## src/rtl/fifo_thr_pkg.sv

```systemverilog
package fifo_thr_pkg;

  typedef enum logic {
    SEL_EMPTY = 1'b0,
    SEL_FULL  = 1'b1
  } ofs_sel_e;

  typedef struct packed {
    logic ae_n;
    logic hf_n;
    logic af_n;
  } flag_vec_t;

  localparam int NUM_FLAGS = 3;
  localparam int IDX_AE = 0;
  localparam int IDX_HF = 1;
  localparam int IDX_AF = 2;

endpackage

```

## src/rtl/offset_loader.sv

```systemverilog
module offset_loader
  import fifo_thr_pkg::*;
#(
  parameter int OFS_W         = 12,
  parameter int DEF_EMPTY_OFS = 31,
  parameter int DEF_FULL_OFS  = 31
) (
  input  logic             clk,
  input  logic             rst_n,
  input  logic             load_n,
  input  logic             wr_en_n,
  input  logic [OFS_W-1:0] ofs_data,
  output logic [OFS_W-1:0] empty_ofs,
  output logic [OFS_W-1:0] full_ofs,
  output ofs_sel_e         sel
);

  localparam logic [OFS_W-1:0] RST_EMPTY = OFS_W'(DEF_EMPTY_OFS);
  localparam logic [OFS_W-1:0] RST_FULL  = OFS_W'(DEF_FULL_OFS);

  logic             load_act;
  logic [OFS_W-1:0] empty_nxt;
  logic [OFS_W-1:0] full_nxt;
  ofs_sel_e         sel_nxt;

  assign load_act = ~load_n & ~wr_en_n;

  // next-state: the selected register takes the bus, pointer flips
  always_comb begin
    empty_nxt = empty_ofs;
    full_nxt  = full_ofs;
    sel_nxt   = sel;
    if (load_act) begin
      if (sel == SEL_EMPTY) begin
        empty_nxt = ofs_data;
        sel_nxt   = SEL_FULL;
      end else begin
        full_nxt  = ofs_data;
        sel_nxt   = SEL_EMPTY;
      end
    end
  end

  always_ff @(posedge clk or negedge rst_n) begin
    if (!rst_n) begin
      empty_ofs <= RST_EMPTY;
      full_ofs  <= RST_FULL;
      sel       <= SEL_EMPTY;
    end else if (load_act) begin
      empty_ofs <= empty_nxt;
      full_ofs  <= full_nxt;
      sel       <= sel_nxt;
    end
  end

endmodule

```

## src/rtl/ge_cmp.sv

```systemverilog
module ge_cmp #(
  parameter int W = 16
) (
  input  logic [W-1:0] lhs,
  input  logic [W-1:0] rhs,
  output logic         ge
);

  assign ge = (lhs >= rhs);

endmodule

```

## src/rtl/threshold_calc.sv

```systemverilog
module threshold_calc
  import fifo_thr_pkg::*;
#(
  parameter int DEPTH = 256,
  parameter int CNT_W = 9,
  parameter int OFS_W = 12
) (
  input  logic [CNT_W-1:0] occupancy,
  input  logic             fwft_mode,
  input  logic [OFS_W-1:0] empty_ofs,
  input  logic [OFS_W-1:0] full_ofs,
  output flag_vec_t        flags_nxt
);

  // wide enough for occupancy + offset and for DEPTH + 2 without wrap
  localparam int BASE_W = (OFS_W > CNT_W) ? OFS_W : CNT_W;
  localparam int SW     = BASE_W + 2;
  localparam logic [SW-1:0] DEPTH_V = SW'(DEPTH);
  localparam logic [SW-1:0] HALF_V  = SW'(DEPTH / 2 + 1);

  logic [SW-1:0] occ_w;
  logic [SW-1:0] mode_w;
  logic [SW-1:0] lhs [NUM_FLAGS];
  logic [SW-1:0] rhs [NUM_FLAGS];
  logic          ge  [NUM_FLAGS];

  assign occ_w  = SW'(occupancy);
  assign mode_w = SW'(fwft_mode);

  // almost-empty releases at n+1 (+1 in fall-through mode)
  assign lhs[IDX_AE] = occ_w;
  assign rhs[IDX_AE] = SW'(empty_ofs) + SW'(1) + mode_w;
  // half-full asserts at DEPTH/2+1 (+1 in fall-through mode)
  assign lhs[IDX_HF] = occ_w;
  assign rhs[IDX_HF] = HALF_V + mode_w;
  // almost-full asserts at DEPTH-m (+1): written as occ+m >= DEPTH(+1)
  assign lhs[IDX_AF] = occ_w + SW'(full_ofs);
  assign rhs[IDX_AF] = DEPTH_V + mode_w;

  for (genvar i = 0; i < NUM_FLAGS; i++) begin : g_cmp
    ge_cmp #(.W(SW)) u_cmp (
      .lhs (lhs[i]),
      .rhs (rhs[i]),
      .ge  (ge[i])
    );
  end

  always_comb begin
    flags_nxt.ae_n = ge[IDX_AE];
    flags_nxt.hf_n = ~ge[IDX_HF];
    flags_nxt.af_n = ~ge[IDX_AF];
  end

endmodule

```

## src/rtl/fifo_thr_flags.sv

```systemverilog
module fifo_thr_flags
  import fifo_thr_pkg::*;
#(
  parameter int DEPTH         = 256,
  parameter int OFS_W         = 12,
  parameter int DEF_EMPTY_OFS = 31,
  parameter int DEF_FULL_OFS  = 31,
  parameter int CNT_W         = $clog2(DEPTH + 2)
) (
  input  logic             clk,
  input  logic             rst_n,
  input  logic             fwft_mode,
  input  logic             wr_en_n,
  input  logic             load_n,
  input  logic [OFS_W-1:0] ofs_data,
  input  logic [CNT_W-1:0] occupancy,
  output logic             almost_empty_n,
  output logic             half_full_n,
  output logic             almost_full_n
);

  localparam flag_vec_t FLAGS_RST = '{ae_n: 1'b0, hf_n: 1'b1, af_n: 1'b1};

  logic [OFS_W-1:0] empty_ofs;
  logic [OFS_W-1:0] full_ofs;
  ofs_sel_e         sel;
  flag_vec_t        flags_nxt;
  flag_vec_t        flags_q;

  offset_loader #(
    .OFS_W         (OFS_W),
    .DEF_EMPTY_OFS (DEF_EMPTY_OFS),
    .DEF_FULL_OFS  (DEF_FULL_OFS)
  ) u_loader (
    .clk       (clk),
    .rst_n     (rst_n),
    .load_n    (load_n),
    .wr_en_n   (wr_en_n),
    .ofs_data  (ofs_data),
    .empty_ofs (empty_ofs),
    .full_ofs  (full_ofs),
    .sel       (sel)
  );

  threshold_calc #(
    .DEPTH (DEPTH),
    .CNT_W (CNT_W),
    .OFS_W (OFS_W)
  ) u_calc (
    .occupancy (occupancy),
    .fwft_mode (fwft_mode),
    .empty_ofs (empty_ofs),
    .full_ofs  (full_ofs),
    .flags_nxt (flags_nxt)
  );

  always_ff @(posedge clk or negedge rst_n) begin
    if (!rst_n) flags_q <= FLAGS_RST;
    else        flags_q <= flags_nxt;
  end

  assign almost_empty_n = flags_q.ae_n;
  assign half_full_n    = flags_q.hf_n;
  assign almost_full_n  = flags_q.af_n;

endmodule

```

## config.mk

```make
export PLATFORM = sky130hd
export DESIGN_NAME = fifo_thr_flags
export DESIGN_NICKNAME = d
export VERILOG_FILES = /design/src/rtl/fifo_thr_pkg.sv /design/src/rtl/offset_loader.sv /design/src/rtl/ge_cmp.sv /design/src/rtl/threshold_calc.sv /design/src/rtl/fifo_thr_flags.sv
export SDC_FILE = /design/constraint.sdc
export NUM_CORES = 1
export LEC_CHECK = 0
export CAP_MARGIN = 20
export CORE_ASPECT_RATIO = 1.5
export CORE_UTILIZATION = 45
export CTS_CLUSTER_SIZE = 40
export DETAILED_ROUTE_END_ITERATION = 16
export DONT_BUFFER_PORTS = 1
export PLACE_DENSITY = 0.71
export SYNTH_ARGS = -nofsm -noshare
export SYNTH_HDL_FRONTEND = slang
export SYNTH_SLANG_ARGS = --single-unit
export TNS_END_PERCENT = 30
```

## constraint.sdc

```tcl
create_clock -name clk -period 3.3 [get_ports clk]
set_input_delay 0.66 -clock clk [delete_from_list [all_inputs] [get_ports clk]]
set_output_delay 0.66 -clock clk [all_outputs]
set_load 0.02 [all_outputs]
```

Word level (Yosys, flattened, before mapping) --
Cells that the tools add are included.
Word-level totals: register bits 28, input port bits 26, output and inout bits 3, logic and storage cells 23
Operators by class: add/sub/neg operators 5, $lt $le $gt $ge 3, multiplexer cells 1, bitwise gates (word level) 6, reductions and logical operators 2
Operators by type and width (number):
- $ge 9x14->1 | 2
- $add 14x1->14 | 1
- $ge 14x14->1 | 1
- $add 12x1->13 const B | 1
- $add 9x12->13 | 1
- $add 9x1->10 const A | 1
- $add 8x1->9 const A | 1
- $not 1->1 | 5
- $reduce_and 2->1 | 2
- $and 1x1->1 | 1
- $mux 1 | 1

Longest topological paths before layout --
Gate-level depths: netlist (run 1).
depth in word-level cells 3, gate-level depth with buffers 12, gate-level depth less buffers 11

Cells and area by module --
From an unflattened synthesis (run 1), not the netlist that was laid out.
Second synthesis, totals: cells, all modules 306, area total of the unflattened synthesis 2820.2 µm²
Modules (own cells, without submodules):
- ge_cmp | times used 3, cells an instance 48, area an instance 345.3 µm², seq. area each 0.0 µm²
- offset_loader | times used 1, cells an instance 55, area an instance 977.2 µm², seq. area each 638.1 µm²
- threshold_calc | times used 1, cells an instance 104, area an instance 729.4 µm², seq. area each 0.0 µm²
- fifo_thr_flags | times used 1, cells an instance 3, area an instance 77.6 µm², seq. area each 77.6 µm²

Least setup slack after synthesis (run 1) --
No wires, ideal clock.
path type register -> register, start point register u_loader.empty_ofs[0], end point register flags_q, in the netlist almost_empty_n, setup time 120 ps, arrival 2496 ps, required time 3180 ps, path slack 684 ps, stages on the path, launching flop included 13, path buffers 1, clock period less this slack 2616 ps, cells stage by stage dfstp_2 -> clkbuf_1 -> inv_1 -> ha_1 -> ha_1 -> o21ai_1 -> nand2b_1 -> xnor2_1 -> ha_1 -> a21o_1 -> a211oi_1 -> o21ai_0 -> and4_1
RTL lines:
- start: declaration | RTL line offset_loader.sv:13 | output logic [OFS_W-1:0] empty_ofs,
- start signal: assignment | RTL line offset_loader.sv:50 | empty_ofs <= empty_nxt;
- end signal: assignment | RTL line fifo_thr_flags.sv:59 | else flags_q <= flags_nxt;
- end: declaration | RTL line fifo_thr_flags.sv:28 | flag_vec_t flags_q;

==> results.json, run 1 <==
{
  "clockBufferDepth": 2,
  "drive_gt1_frac": 0.2018,
  "die_h_um": 88.14,
  "yosys_warnings": 0,
  "cp-end-kind": "flop",
  "holdBufCountCts": 0,
  "wl_mm": 4.605,
  "finalClockSkew_ps": 6.819,
  "tns_ps": 0,
  "cts_root_buffer": "clkbuf_8",
  "fmax_mhz": 345.9,
  "first_pass_iters": 4,
  "wl_per_cell_um": 16.21,
  "regArea_um2": 715.7,
  "yosysMostFrequentCell": "ha_1",
  "grt_usage": 0.1925,
  "port_buffers": 0,
  "initial_core_util": 0.4628,
  "max_slew_margin": 0.3187,
  "ys_types": 60,
  "synthesis.area_um2": 2226,
  "status": "complete, no violations",
  "holdWs_ps": 60.83,
  "synth-async-reset-ratio": 1.000,
  "synth.area.top_cells": "dfrtp_1 18%, dfstp_2 14%, ha_1 13%, mux2_2 8.6%, xnor2_1 2.8%",
  "worst_pin_slew_ps": 1016,
  "rsz0062_at_grt": "no",
  "p_leak_nw": 0.9666,
  "cts_setup_buffers": 0,
  "filler_cell_count": 462,
  "synth-edff-count": 0,
  "irDropWorstVdd_uv": 359.9,
  "clk_latency_ps": 280,
  "required_ps": 3480,
  "dr_total_vias": 1660,
  "critPathTopFamily": "compound AO/OA/AOI/OAI gates",
  "crit_buf_inv": 0,
  "setup-violations-final": 0,
  "cts_tree": "built",
  "ys.flop_type": "dfrtp_1",
  "min_path_type": "in -> async",
  "cts.htree.levels": 1,
  "antenna_cells": 0,
  "ioPinCount": 29,
  "synth.top_cell.area_share": 0.1799,
  "core-area_um2": 4810,
  "design_area_um2": 2352,
  "path_cells": "ha_1 -> nand2b_1 -> a21oi_1 -> o21ai_1 -> nand2b_1 -> xnor2_1 -> ha_1 -> a21o_1 -> a211oi_1 -> o21ai_0 -> and4_1",
  "rrSetupSlack_ps": 410,
  "critPathKind": "reg -> reg",
  "numCtsBuffers": 3,
  "path_clk_slew_ps": 100,
  "placed_area_um2": 2281,
  "powerDensity_nw_per_um2": 667.3,
  "layout.nets": 270,
  "slowest_stage": "dfstp_2",
  "period_needed_ps": 2891,
  "grt_pass1_wl_mm": 7.610,
  "synth_common_cells": "24 x ha_1, 17 x mux2_2, 16 x dfrtp_1",
  "grt_max_degree": 29,
  "die-area_um2": 5237,
  "drt-initial-drc-count": 41,
  "period_share": 0.8760,
  "cts_resized": 0,
  "drv_cap": 0,
  "clock-sinks": 28,
  "post-dp-hpwl_mm": 3.789,
  "gp_congestion": 0.9438,
  "overflow": 0,
  "antenna_found_initial": 0,
  "chipWidth_um": 59.43,
  "drv_slew": 0,
  "syn-mean-instance-area_um2": 10.03,
  "drc": 0,
  "multi_input_area_um2": 1430,
  "crit_fanout": 11,
  "cpPeakStageDelay_ps": 620,
  "rows": 31,
  "grt_pass1_vias": 1647,
  "viasPerCell": 5.845,
  "hold_violations": 0,
  "synth_fp_nets": 273,
  "syn_inst": 222,
  "ys_ff_latch": 28,
  "startpoint_type": "flop",
  "synth_largest_area_cell": "dfrtp_1",
  "antenna_left": 0,
  "area_growth_pct": 5.678,
  "synth_seq_area_share": 0.3215,
  "worstPathArrival_ps": 3070
}
## metrics by stage
step / instances / worst slack [ps] / utilization / total power [mW]
after floorplan: 222 / 683.8 / - / 1.153
after global placement: 280 / 499.5 / 0.4742 / 1.283
after detailed placement: 280 / 461.9 / 0.4742 / 1.300
after CTS: 284 / 421.4 / 0.4891 / 1.579
after global routing: 284 / 144.2 / 0.4891 / 1.699
final: 284 / 409.1 / 0.4891 / 1.570
## path summary, 6_finish.rpt
| check | start | endpoint | cells after the start |
|---|---|---|---|
| worst max-delay path | u_loader.empty_ofs[0] | almost_empty_n | 11 |
| worst min-delay path | rst_n | u_loader.full_ofs[7] | 0 |
| worst max register to register | u_loader.empty_ofs[0] | almost_empty_n | 11 |
| worst min register to register | u_loader.full_ofs[9] | u_loader.full_ofs[9] | 1 |
| max in group asynchronous | rst_n | u_loader.empty_ofs[3] | 0 |
| min in group clk | occupancy[8] | half_full_n | 1 |
## layer usage
metal / share of wire / global-route usage / vias up
met4: 0.026 / 0.07359 / 0
met5: 0 / 0 / -
met3: 0.035 / 0.03250 / 13
met2: 0.55 / 0.3596 / 32
li1: - / - / 815
met1: 0.38 / 0.2096 / 800
## state kept, by name, indices dropped and copies added (netlist names)
signal	cells
almost_empty_n	1
u_loader.full_ofs	12
u_loader.empty_ofs	12
half_full_n	1
almost_full_n	1
u_loader.sel	1
## power breakdown
| group | total, mW | switching (mW) | internal [mW] |
|---|---|---|---|
| clock network | 0.271 | 0.108 | 0.163 |
| logic | 0.696 | 0.360 | 0.336 |
| registers | 0.603 | 0.126 | 0.477 |
## kinds of logic after synthesis
kind of cell	synth area share
fa+ha+maj	0.1439
xor+xnor	0.05115
compound gates	0.1703
simple gates	0.1619
mux	0.1107
flops	0.3215
buf+inv	0.04047
## cell usage in the layout (no fill, tap or decap), drive strengths merged, types with 3 or more instances in the layout
| cell type | count |
|---|---|
| ha | 24 |
| nand4 | 3 |
| o21ai | 13 |
| nor3 | 6 |
| a21o | 3 |
| a21oi | 9 |
| nand2 | 10 |
| dfrtp | 16 |
| clkbuf | 3 |
| nand3b | 5 |
| xor2 | 6 |
| nand3 | 5 |
| dfstp | 12 |
| xnor2 | 7 |
| inv | 14 |
| o21a | 3 |
| mux2 | 21 |
| a211oi | 4 |
| nor2 | 10 |
| nand2b | 5 |
## final cells by class
type	instances	area share
multi-input combinational	172	0.6080
sequential	28	0.3043
tap	66	0.03511
clock buffer	3	0.01755
clock inverter	1	0.01277
inverter	14	0.02234
No activity file was read; power rests on OpenSTA's default activity.
==> run 2: changes to the inputs <==
==> constraint.sdc (replaced) <==
create_clock -name clk -period 3.3 [get_ports clk]
set_input_delay 0.99 -clock clk [delete_from_list [all_inputs] [get_ports clk]]
set_output_delay 0.99 -clock clk [all_outputs]
set_load 0.02 [all_outputs]
==> results.json, run 2 (synthesis results as in run 1) <==
{
  "grt_pass1_vias": 1682,
  "antenna_cells": 0,
  "grt_max_degree": 29,
  "crit_path_start": "u_loader.empty_ofs[0]",
  "drc": 0,
  "final_common_cell": "ha_1",
  "critPathKind": "reg -> reg",
  "r2r_cells": 11,
  "path_clk_slew_ps": 90,
  "post-dp-hpwl_mm": 3.879,
  "powerDensity_nw_per_um2": 635.2,
  "irDropWorstVdd_uv": 297.6,
  "cts_setup_buffers": 0,
  "worst_pin_slew_ps": 400.9,
  "ioPinCount": 29,
  "holdBufCountCts": 0,
  "overflow": 0,
  "finalNonFillerCells": 286,
  "antenna_found_initial": 0,
  "power_switching_share": 0.3958,
  "grt_pass1_wl_mm": 7.631,
  "die_h_um": 88.14,
  "port_buffers": 0,
  "hold_violations": 0,
  "max_slew_margin": 0.7285,
  "filler_cell_count": 485,
  "clockBufferDepth": 2,
  "period_needed_ps": 3033,
  "sequentialPowerShare": 0.408,
  "chipWidth_um": 59.43,
  "status": "complete, no violations",
  "fmax_mhz": 329.7,
  "regArea_um2": 715.7,
  "startpoint_type": "flop",
  "multi_input_area_um2": 1430,
  "rsz0062_at_grt": "no",
  "cp-end-kind": "flop",
  "required_ps": 3460,
  "switching_power_mw": 0.5886,
  "cts_resized": 0,
  "wl_per_cell_um": 16.28,
  "place_inst": 282,
  "rows": 31,
  "p_leak_nw": 0.9646,
  "antenna_left": 0,
  "viasPerCell": 5.804,
  "p_clk_frac": 0.124,
  "area_growth_pct": 5.172,
  "top_regs": "u_loader.empty_ofs (12), u_loader.full_ofs (12)",
  "p_comb_frac": 0.468,
  "clk_latency_ps": 270,
  "setup-violations-final": 0,
  "reg2reg_from": "u_loader.empty_ofs[0]",
  "first_pass_iters": 4,
  "layout.nets": 272,
  "final_cell_mix": "24 x ha_1, 17 x mux2_2, 16 x dfrtp_1",
  "worstPathArrival_ps": 3200,
  "clock-sinks": 28,
  "cts_tree": "built",
  "numCtsBuffers": 3,
  "period_share": 0.9192,
  "drt-initial-drc-count": 83,
  "cts.htree.levels": 1,
  "grt_usage": 0.1912,
  "dr_total_vias": 1660,
  "initial_core_util": 0.4628,
  "drive_gt1_frac": 0.2045,
  "finalClockSkew_ps": 1.899,
  "gp_congestion": 0.8841,
  "crit_fanout": 11,
  "core-area_um2": 4810,
  "cts_root_buffer": "clkbuf_8",
  "wl_mm": 4.656,
  "die-area_um2": 5237,
  "drv_cap": 0,
  "tns_ps": 0,
  "drv_slew": 0,
  "intPower_mw": 0.8985,
  "min_path_type": "in -> async"
}
run 2: worst paths after layout:
kind | to | slack, ps
setup / recovery | almost_empty_n | 270
hold / removal | u_loader.full_ofs[7] | 400
setup reg to reg | almost_empty_n | 270
hold reg to reg | u_loader.full_ofs[9] | 520
max in group asynchronous | u_loader.full_ofs[0] | 2720
min in group clk | u_loader.full_ofs[9] | 520
run 2: critical path, cell delays in order, from the launching register on:
cell,delay [ps]
dfstp_2,640
ha_1,410
a21oi_1,130
nand3b_1,190
a31o_2,280
a21oi_1,280
nor2b_1,100
xnor2_1,130
ha_1,300
a211oi_1,190
o21ai_0,120
and4_1,160
run 2: layout make-up:
cell class | instances | area share
Multi-Input combinational cell | 172 | 0.6109
Sequential cell | 28 | 0.3057
Tap cell | 66 | 0.03528
Inverter | 14 | 0.02245
Clock buffer | 3 | 0.01764
Timing Repair Buffer | 2 | 0.006414
Clock inverter | 1 | 0.001603
run 2: routing by layer:
layer | vias to the layer above | global-route usage | wire length [µm]
met5 | - | 0 | 0
li1 | 821 | - | -
met2 | 25 | 0.3565 | 2523
met4 | 0 | 0.07359 | 115
met1 | 804 | 0.2138 | 1886
met3 | 10 | 0.02363 | 130
run 2: power groups by stage:
stage          Clock (mW)  Combinational (mW)  Sequential [mW]
2_1_floorplan           0               0.617            0.537
3_3_place_gp            0               0.681            0.608
3_5_place_dp            0               0.698            0.611
4_1_cts             0.195               0.703            0.604
5_1_grt             0.205               0.788            0.623
6_report            0.184               0.696            0.606
run 2: stage by stage:
step | instance area (µm²) | hold slack [ps] | power (mW) | utilization | worst slack [ps]
2_1_floorplan | 2226 | 459.5 | 1.153 | - | 501.8
3_3_place_gp | 2296 | 490.4 | 1.289 | 0.4774 | 357.5
3_5_place_dp | 2296 | 497.3 | 1.309 | 0.4774 | 332.2
4_1_cts | 2341 | 393.8 | 1.503 | 0.4867 | 296.3
5_1_grt | 2341 | 384.3 | 1.616 | 0.4867 | 62.36
6_report | 2341 | 401.8 | 1.487 | 0.4867 | 266.8
